<file path="src/rtl/wdog_key_pkg.sv">
package wdog_key_pkg;
  typedef enum logic [1:0] {
    WD_IDLE     = 2'd0,
    WD_PRE      = 2'd1,
    WD_ARMED    = 2'd2,
    WD_SVC_HALF = 2'd3
  } wd_state_e;
endpackage

</file>
<file path="src/rtl/wdog_wr_decode.sv">
module wdog_wr_decode #(
  parameter int ADDR_W = 8,
  parameter int DATA_W = 32,
  parameter logic [ADDR_W-1:0] CTRL_OFFS = 'h28,
  parameter int EN_BIT = 14,
  parameter int KEY_LSB = 16,
  parameter int KEY_W = 16,
  parameter logic [KEY_W-1:0] KEY_ARM = 16'hA5C6,
  parameter logic [KEY_W-1:0] KEY_GO = 16'hDA7E,
  parameter int MODE_W = 2,
  parameter logic [MODE_W-1:0] WD_MODE = 2'd2,
  parameter int HALVES = 2
) (
  input  logic              wr_en,
  input  logic [ADDR_W-1:0] wr_addr,
  input  logic [DATA_W-1:0] wr_data,
  input  logic [MODE_W-1:0] mode_sel,
  input  logic [HALVES-1:0] half_run,
  output logic              gate_ok,
  output logic              hit,
  output logic              en_bit,
  output logic              key_arm,
  output logic              key_go
);
  logic [KEY_W-1:0] key_f;
  logic             unused_data;

  assign key_f       = wr_data[KEY_LSB +: KEY_W];
  assign unused_data = ^wr_data;
  assign gate_ok     = (mode_sel == WD_MODE) && (&half_run);
  assign hit         = wr_en && (wr_addr == CTRL_OFFS) && gate_ok;
  assign en_bit      = wr_data[EN_BIT];
  assign key_arm     = (key_f == KEY_ARM);
  assign key_go      = (key_f == KEY_GO);
endmodule

</file>
<file path="src/rtl/wdog_arm_fsm.sv">
module wdog_arm_fsm
  import wdog_key_pkg::*;
(
  input  logic clk,
  input  logic rst_n,
  input  logic hit,
  input  logic en_bit,
  input  logic key_arm,
  input  logic key_go,
  output logic run,
  output logic kick,
  output logic bad_key
);
  wd_state_e state_q, state_d;
  logic      kick_d;

  always_comb begin
    state_d = state_q;
    kick_d  = 1'b0;
    bad_key = 1'b0;
    if (hit) begin
      unique case (state_q)
        WD_IDLE: if (en_bit && key_arm) state_d = WD_PRE;
        WD_PRE: begin
          if (en_bit && key_go)       state_d = WD_ARMED;
          else if (en_bit && key_arm) state_d = WD_PRE;
          else                        state_d = WD_IDLE;
        end
        WD_ARMED: begin
          if (key_arm) state_d = WD_SVC_HALF;
          else         bad_key = 1'b1;
        end
        WD_SVC_HALF: begin
          if (key_go) begin
            state_d = WD_ARMED;
            kick_d  = 1'b1;
          end else if (!key_arm) begin
            bad_key = 1'b1;
          end
        end
        default: state_d = WD_IDLE;
      endcase
    end
  end

  always_ff @(posedge clk or negedge rst_n) begin
    if (!rst_n) begin
      state_q <= WD_IDLE;
      kick    <= 1'b0;
    end else begin
      state_q <= state_d;
      kick    <= kick_d;
    end
  end

  assign run = (state_q == WD_ARMED) || (state_q == WD_SVC_HALF);


  arm_needs_go_chk: assert property (@(posedge clk) disable iff (!rst_n)
    $rose(run) |-> $past(hit && key_go && en_bit));


  run_sticky_chk: assert property (@(posedge clk) disable iff (!rst_n)
    run |=> run);


  no_hit_hold_chk: assert property (@(posedge clk) disable iff (!rst_n)
    !hit |=> $stable(state_q));
endmodule

</file>
<file path="src/rtl/wdog_rst_hold.sv">
module wdog_rst_hold (
  input  logic clk,
  input  logic rst_n,
  input  logic bad_key,
  input  logic cnt_match,
  input  logic gate_ok,
  input  logic run,
  output logic req
);
  logic set_d;

  always_comb set_d = bad_key || (gate_ok && cnt_match && run);

  always_ff @(posedge clk or negedge rst_n) begin
    if (!rst_n)     req <= 1'b0;
    else if (set_d) req <= 1'b1;
  end


  req_sticky_chk: assert property (@(posedge clk) disable iff (!rst_n)
    req |=> req);


  req_only_armed_chk: assert property (@(posedge clk) disable iff (!rst_n)
    $rose(req) |-> $past(run));
endmodule

</file>
<file path="src/rtl/wdog_key_seq.sv">
module wdog_key_seq #(
  parameter int ADDR_W = 8,
  parameter int DATA_W = 32,
  parameter logic [ADDR_W-1:0] CTRL_OFFS = 'h28,
  parameter int MODE_W = 2,
  parameter int HALVES = 2,
  parameter int SYNC_STAGES = 2
) (
  input  logic              clk,
  input  logic              rst_n,
  input  logic              wr_en,
  input  logic [ADDR_W-1:0] wr_addr,
  input  logic [DATA_W-1:0] wr_data,
  input  logic [MODE_W-1:0] mode_sel,
  input  logic [HALVES-1:0] half_run,
  input  logic              cnt_match,
  output logic              wd_run,
  output logic              cnt_restart,
  output logic              sys_rst_req
);
  logic [SYNC_STAGES-1:0] rst_sync;
  logic rst_i_n;
  logic gate_ok, hit, en_bit, key_arm, key_go, bad_key;

  always_ff @(posedge clk or negedge rst_n) begin
    if (!rst_n) rst_sync <= '0;
    else        rst_sync <= {rst_sync[SYNC_STAGES-2:0], 1'b1};
  end
  assign rst_i_n = rst_sync[SYNC_STAGES-1];

  wdog_wr_decode #(
    .ADDR_W(ADDR_W), .DATA_W(DATA_W), .CTRL_OFFS(CTRL_OFFS),
    .MODE_W(MODE_W), .HALVES(HALVES)
  ) u_dec (
    .wr_en(wr_en), .wr_addr(wr_addr), .wr_data(wr_data),
    .mode_sel(mode_sel), .half_run(half_run), .gate_ok(gate_ok),
    .hit(hit), .en_bit(en_bit), .key_arm(key_arm), .key_go(key_go)
  );

  wdog_arm_fsm u_fsm (
    .clk(clk), .rst_n(rst_i_n), .hit(hit), .en_bit(en_bit),
    .key_arm(key_arm), .key_go(key_go), .run(wd_run),
    .kick(cnt_restart), .bad_key(bad_key)
  );

  wdog_rst_hold u_hold (
    .clk(clk), .rst_n(rst_i_n), .bad_key(bad_key), .cnt_match(cnt_match),
    .gate_ok(gate_ok), .run(wd_run), .req(sys_rst_req)
  );


  gate_block_chk: assert property (@(posedge clk) disable iff (!rst_i_n)
    (!gate_ok && !sys_rst_req) |=> !sys_rst_req);


  kick_clean_chk: assert property (@(posedge clk) disable iff (!rst_i_n)
    cnt_restart |=> !cnt_restart);
endmodule

</file>
<file path="config.mk">
export PLATFORM = sky130hd
export DESIGN_NAME = wdog_key_seq
export DESIGN_NICKNAME = d
export VERILOG_FILES = /design/src/rtl/wdog_key_pkg.sv /design/src/rtl/wdog_wr_decode.sv /design/src/rtl/wdog_arm_fsm.sv /design/src/rtl/wdog_rst_hold.sv /design/src/rtl/wdog_key_seq.sv
export SDC_FILE = /design/constraint.sdc
export NUM_CORES = 1
export LEC_CHECK = 0
export BUFFER_PORTS_ARGS = -buffer_cell sky130_fd_sc_hd__buf_4
export CORE_AREA = 2 2 39 41
export DETAILED_ROUTE_END_ITERATION = 7
export DIE_AREA = 0 0 41 43
export PLACE_DENSITY = 0.74
export SKIP_CTS_REPAIR_TIMING = 1
export SYNTH_ARGS = -nofsm -noshare
export SYNTH_HDL_FRONTEND = slang
export SYNTH_HIERARCHICAL = 1
export SYNTH_SLANG_ARGS = --single-unit
</file>
<file path="constraint.sdc">
create_clock -name clk -period 1 [get_ports clk]
set_input_delay 0 -clock clk [delete_from_list [all_inputs] [get_ports clk]]
set_output_delay 0 -clock clk [all_outputs]
set_load 0.1 [all_outputs]
</file>
# Yosys cells after proc, flatten, opt, wreduce, memory -nomap -nowiden
# Cells that the tools add are included.
# W data, S select, Z words.
# totals
regBits	6
output_inout_bits	3
input_bits	48
# op_classes
n_reduce_logical	12
n_mux	13
eq_ne	10
# ops
op	count
$eq A16 B16 Y1 const B	2
$eq A8 B6 Y1 const B	1
$mux W2	4
$pmux W2 S4	1
$logic_and A1 B1 Y1	7
$mux W1	7
$eq A2 B2 Y1 const B	3
$ne A2 B1 Y1 const B	3
$reduce_and A4 Y1	1
$eq A2 B1 Y1 const B	1
$logic_not A2 Y1	1
$logic_or A1 B1 Y1	2
$pmux W1 S2	1
$reduce_and A2 Y1	1

# Longest topological paths before layout
# depth
depth_word	6
depth_mapped	5
depth_no_buf	5

# Modules after synthesis
# Netlist, hierarchy kept.
# modules_own_cells
mod	instances	cells_per_inst	seq_area_each_um2	area_per_inst_um2
wdog_wr_decode	1	16	0.0	151.4
wdog_arm_fsm	1	13	75.1	131.4
wdog_key_seq	1	3	50.0	53.8
wdog_rst_hold	1	2	25.0	35.0

# Least setup slack after synthesis
# OpenSTA, ideal clock, no wires.
# synth_timing
kind	reg-to-reg
startpoint	register u_fsm.state_q[1]
endpoint	register u_hold.req
required_ns	0.930
setup_time_ns	0.070
n_path_buf	1
stages_incl_launch_ff	3
period_less_slack_ns	1.581
slack_ns	-0.581
arrival_time_ns	1.510
path_cell_list	dfrtp_1 clkbuf_1 a311o_1
# synth_between
elab_chain_cells	4
elab_cells_between_ends	7
classes_between	eq/ne: 2; mux: 2; reduce/logical: 3
# synth_lines
element	line	text
start, declared	wdog_arm_fsm.sv:14	wd_state_e state_q, state_d;
start signal, assigned	wdog_arm_fsm.sv:51	state_q <= state_d;
$eq A2 B2 Y1	wdog_arm_fsm.sv:56	assign run = (state_q == WD_ARMED) || (state_q == WD_SVC_HALF);
$logic_or A1 B1 Y1 (*)	wdog_arm_fsm.sv:56	
via wd_run	wdog_key_seq.sv:17	output logic wd_run,
$logic_and A1 B1 Y1 (*)	wdog_rst_hold.sv:12	always_comb set_d = bad_key || (gate_ok && cnt_match && run);
$logic_or A1 B1 Y1 (*)	wdog_rst_hold.sv:12	
end signal, assigned	wdog_rst_hold.sv:15	if (!rst_n) req <= 1'b0;
end signal, assigned	wdog_rst_hold.sv:16	else if (set_d) req <= 1'b1;
end, declared	wdog_rst_hold.sv:8	output logic req
# Mark *: on every way through the listed nets, which the timed path passes. The rest lies on a longest branch.
# A chain may end at the register's enable or synchronous reset.

# Worst setup path in the final report
# layout_timing
startpoint	input wr_data[16]
endpoint	register u_hold.req
# layout_between
elab_cells_between_ends	7
classes_between	eq/ne: 2; mux: 4; reduce/logical: 1
# layout_rtl
element	line	text
start, declared	wdog_key_seq.sv:13	input logic [DATA_W-1:0] wr_data,
$eq A16 B16 Y1	wdog_wr_decode.sv:34	assign key_go = (key_f == KEY_GO);
via key_go	wdog_key_seq.sv:23	logic gate_ok, hit, en_bit, key_arm, key_go, bad_key;
$mux W1	wdog_arm_fsm.sv:34	if (key_go) begin
$pmux W1 S2	wdog_arm_fsm.sv:22	unique case (state_q)
$mux W1	wdog_arm_fsm.sv:21	if (hit) begin
via bad_key	wdog_key_seq.sv:23	
$logic_or A1 B1 Y1	wdog_rst_hold.sv:12	
# The timed path passes the listed nets, and every way through them passes these cells.

==> impl_metrics.ini <==
[timing]
skew_ns = 0.000364
period_needed_ns = 1.27
fin_crit_sh = 1.27
grt_setup_unrepaired = true
hold_viol = 0
setup_viol = 3
finalHoldWorstSlack_ns = 0.0209
timing.final.ws_setup_ns = -0.268
fmaxAchievable_mhz = 789
timing_max_transition_violations_final = 0

[drt]
drt-total-wl_um = 1090
drc = 0
wire_per_inst_um = 11.5
ratio_of_routed_vias_to_standard_cells = 4.65
drt-pass1-iter-count = 2
ant_nets = 0
vias = 442
dr.first_iter.drc_count = 1

[synthesis]
synth_fp_nets = 82
netlist.area_leader.share = 0.404
synth.yosys.warnings = 6
synth_cells = 34
synth-seq-cells = 6
synth_area_per_cell_um2 = 10.9
synth.area.top_cells = sky130_fd_sc_hd__dfrtp_1, sky130_fd_sc_hd__nor4_2, sky130_fd_sc_hd__nand4bb_1
synth_cell_types = 21
yosys.area.top_type = sky130_fd_sc_hd__dfrtp_1
synth-seq-area-share = 0.404
netlist_area_um2 = 372

[min_path]
worstHoldEndpoint = u_hold/req
hold_path_startpoint = cnt_match
worst_hold_path.num_cells = 2
hold_path_class = in -> reg

[global_route]
groute.usage.overall = 0.135
vias_in_the_first_global_route = 427
antenna_found_initial = 0
grt.overflow.total = 0
grt_first_pass_wirelength_um = 1590
grt_start_max_net_pins = 6

[critical_path]
crit_type = in -> reg
worstSetupStartpointType = primary input
setup.worst_path.start = wr_data[16]
timing.reg2reg.setup_slack_ns = -0.01
cp-end-kind = register
critical_r2r_capture = u_hold/req
critical_path_required_ns = 1.11
regToRegStartpoint = u_fsm/state_q[0]
critPathArrivalTime_ns = 1.38
critPathMaxFanout = 2
ff2ff_path_depth = 3

[cells_and_area]
syn2layout_area_growth_pct = 116
non_filler_cell_area_final_um2 = 803
num_antenna_cells = 0
postLayoutCoreUtil = 0.580
final_nets = 129
layout-drive-gt1-share = 0.684

[place]
place_area_um2 = 673
post-dp-hpwl_um = 877
portBuffers = 35
dp_worst_setup_slack_ns = -0.659
place.gp.congestion = 0.670

[floorplanning]
core_area_mm2 = 0.00138
io-pin-count = 51
floorplan.initialDensity = 0.269
floorplan.die.width_um = 41
dieArea_mm2 = 0.00176
placement_rows = 14
die-height_um = 43

[clock_tree]
clock_tree.root_cell = sky130_fd_sc_hd__clkbuf_4
tritoncts_num_sinks = 6
cts.reportedPaths.clkPinSlew_ns = 0.04
cts.path.max_buffers = 2
numCtsBuffers = 3
insertion_delay_ns = 0.23
cts_tree = yes
cts-htree-levels = 1

[job]
cap_viol_max_count = 0

[power_and_ir_drop]
static-leakage-power_nw = 0.405
total_power_mw = 0.598
cellPowerDensity_mw_per_mm2 = 745
ir_drop_mv = 0.450

[status]
outcome = finished with violations
violations = setup timing
power by group:
part	switching (mW)	total, mW	internal [mW]
combinational	0.0340	0.137	0.103
sequential	0.00327	0.251	0.248
clock	0.0753	0.210	0.135
total	0.113	0.598	0.486
worst max-delay path, cell delays in order:
cell                      delay [ns]
sky130_fd_sc_hd__buf_6          0.09
sky130_fd_sc_hd__or4bb_4        0.54
sky130_fd_sc_hd__nor4_4         0.23
sky130_fd_sc_hd__nand2_1        0.10
sky130_fd_sc_hd__nor3b_1        0.14
sky130_fd_sc_hd__a311o_1        0.28
layer usage:
layer / global-route usage / wire length (µm) / vias up / part of all wire
met2: 0.225 / 618 / 12 / 0.56
li1: - / - / 228 / -
met4: 0.0800 / 0 / 0 / 0
met1: 0.140 / 399 / 202 / 0.36
met3: 0.0366 / 76 / 0 / 0.069
met5: 0 / 0 / - / 0
registers in the layout, indices dropped and copies added (netlist names):
name           flops
rst_sync           2
u_fsm/kick         1
u_fsm/state_q      2
u_hold/req         1
worst max path at each step:
| stage | slack, ns | cells after the start | endpoint |
|---|---|---|---|
| 2_1_floorplan | -0.44 | 5 | u_hold/req |
| 3_3_place_gp | -0.62 | 6 | u_hold/req |
| 3_5_place_dp | -0.66 | 6 | u_hold/req |
| 4_1_cts | -0.40 | 6 | u_hold/req |
| 5_1_grt | -0.33 | 6 | u_hold/req |
| 6_report | -0.27 | 6 | u_hold/req |
synthesized netlist by cell type:
cell type and number:
sky130_fd_sc_hd__nand4b_1 2, sky130_fd_sc_hd__nor3b_1 2, sky130_fd_sc_hd__dfrtp_1 6, sky130_fd_sc_hd__nand2_1 2, sky130_fd_sc_hd__and3_1 1, sky130_fd_sc_hd__or4b_1 1
sky130_fd_sc_hd__and4_1 1, sky130_fd_sc_hd__conb_1 1, sky130_fd_sc_hd__nand4_1 1, sky130_fd_sc_hd__a41o_1 1, sky130_fd_sc_hd__nor4_2 2, sky130_fd_sc_hd__buf_4 1
sky130_fd_sc_hd__a311o_1 1, sky130_fd_sc_hd__and4b_1 1, sky130_fd_sc_hd__or4bb_1 2, sky130_fd_sc_hd__a21oi_1 2, sky130_fd_sc_hd__nor4bb_1 1, sky130_fd_sc_hd__nand4bb_1 2
sky130_fd_sc_hd__a211oi_1 1, sky130_fd_sc_hd__nor2_1 2, sky130_fd_sc_hd__clkbuf_1 1
layout make-up:
class / instances / area, µm²
timing repair buffer: 44 / 355
sequential: 6 / 150
clock buffer: 3 / 22.5
tap: 16 / 20.0
fill: 124 / 581
multi-input combinational: 26 / 255
cell usage in the layout (no fill, tap or decap), drive strengths merged:
cell / instances
dfrtp: 6
nand4b: 2
buf: 43
a311o: 1
a41o: 1
a211oi: 1
nand4bb: 2
nor2: 2
conb: 1
or4bb: 2
and3: 1
nand4: 1
and4: 1
nor4: 2
a21oi: 2
nor3b: 2
dlygate4sd3: 1
nor4bb: 1
nand2: 2
or4b: 1
clkbuf: 3
and4b: 1
kinds of logic (layout without fill, tap and decap cells):
| family | after synthesis | after routing | share of synthesized area |
|---|---|---|---|
| AND/OR/NAND/NOR | 20 | 20 | 0.455 |
| AO/OA/AOI/OAI | 5 | 5 | 0.101 |
| other | 1 | 1 | 0.0101 |
| flip-flops | 6 | 6 | 0.404 |
| buffers and inverters | 2 | 47 | 0.0303 |
per-stage QoR:
| step | TNS [ns] | instances |
|---|---|---|
| 4_1_cts | -0.707 | 90 |
| 3_3_place_gp | -1.65 | 87 |
| 2_1_floorplan | -0.782 | 34 |
| 5_1_grt | -0.763 | 95 |
| 6_report | -0.568 | 95 |
| 3_5_place_dp | -1.73 | 87 |
No activity file was read; power rests on OpenSTA's default activity.
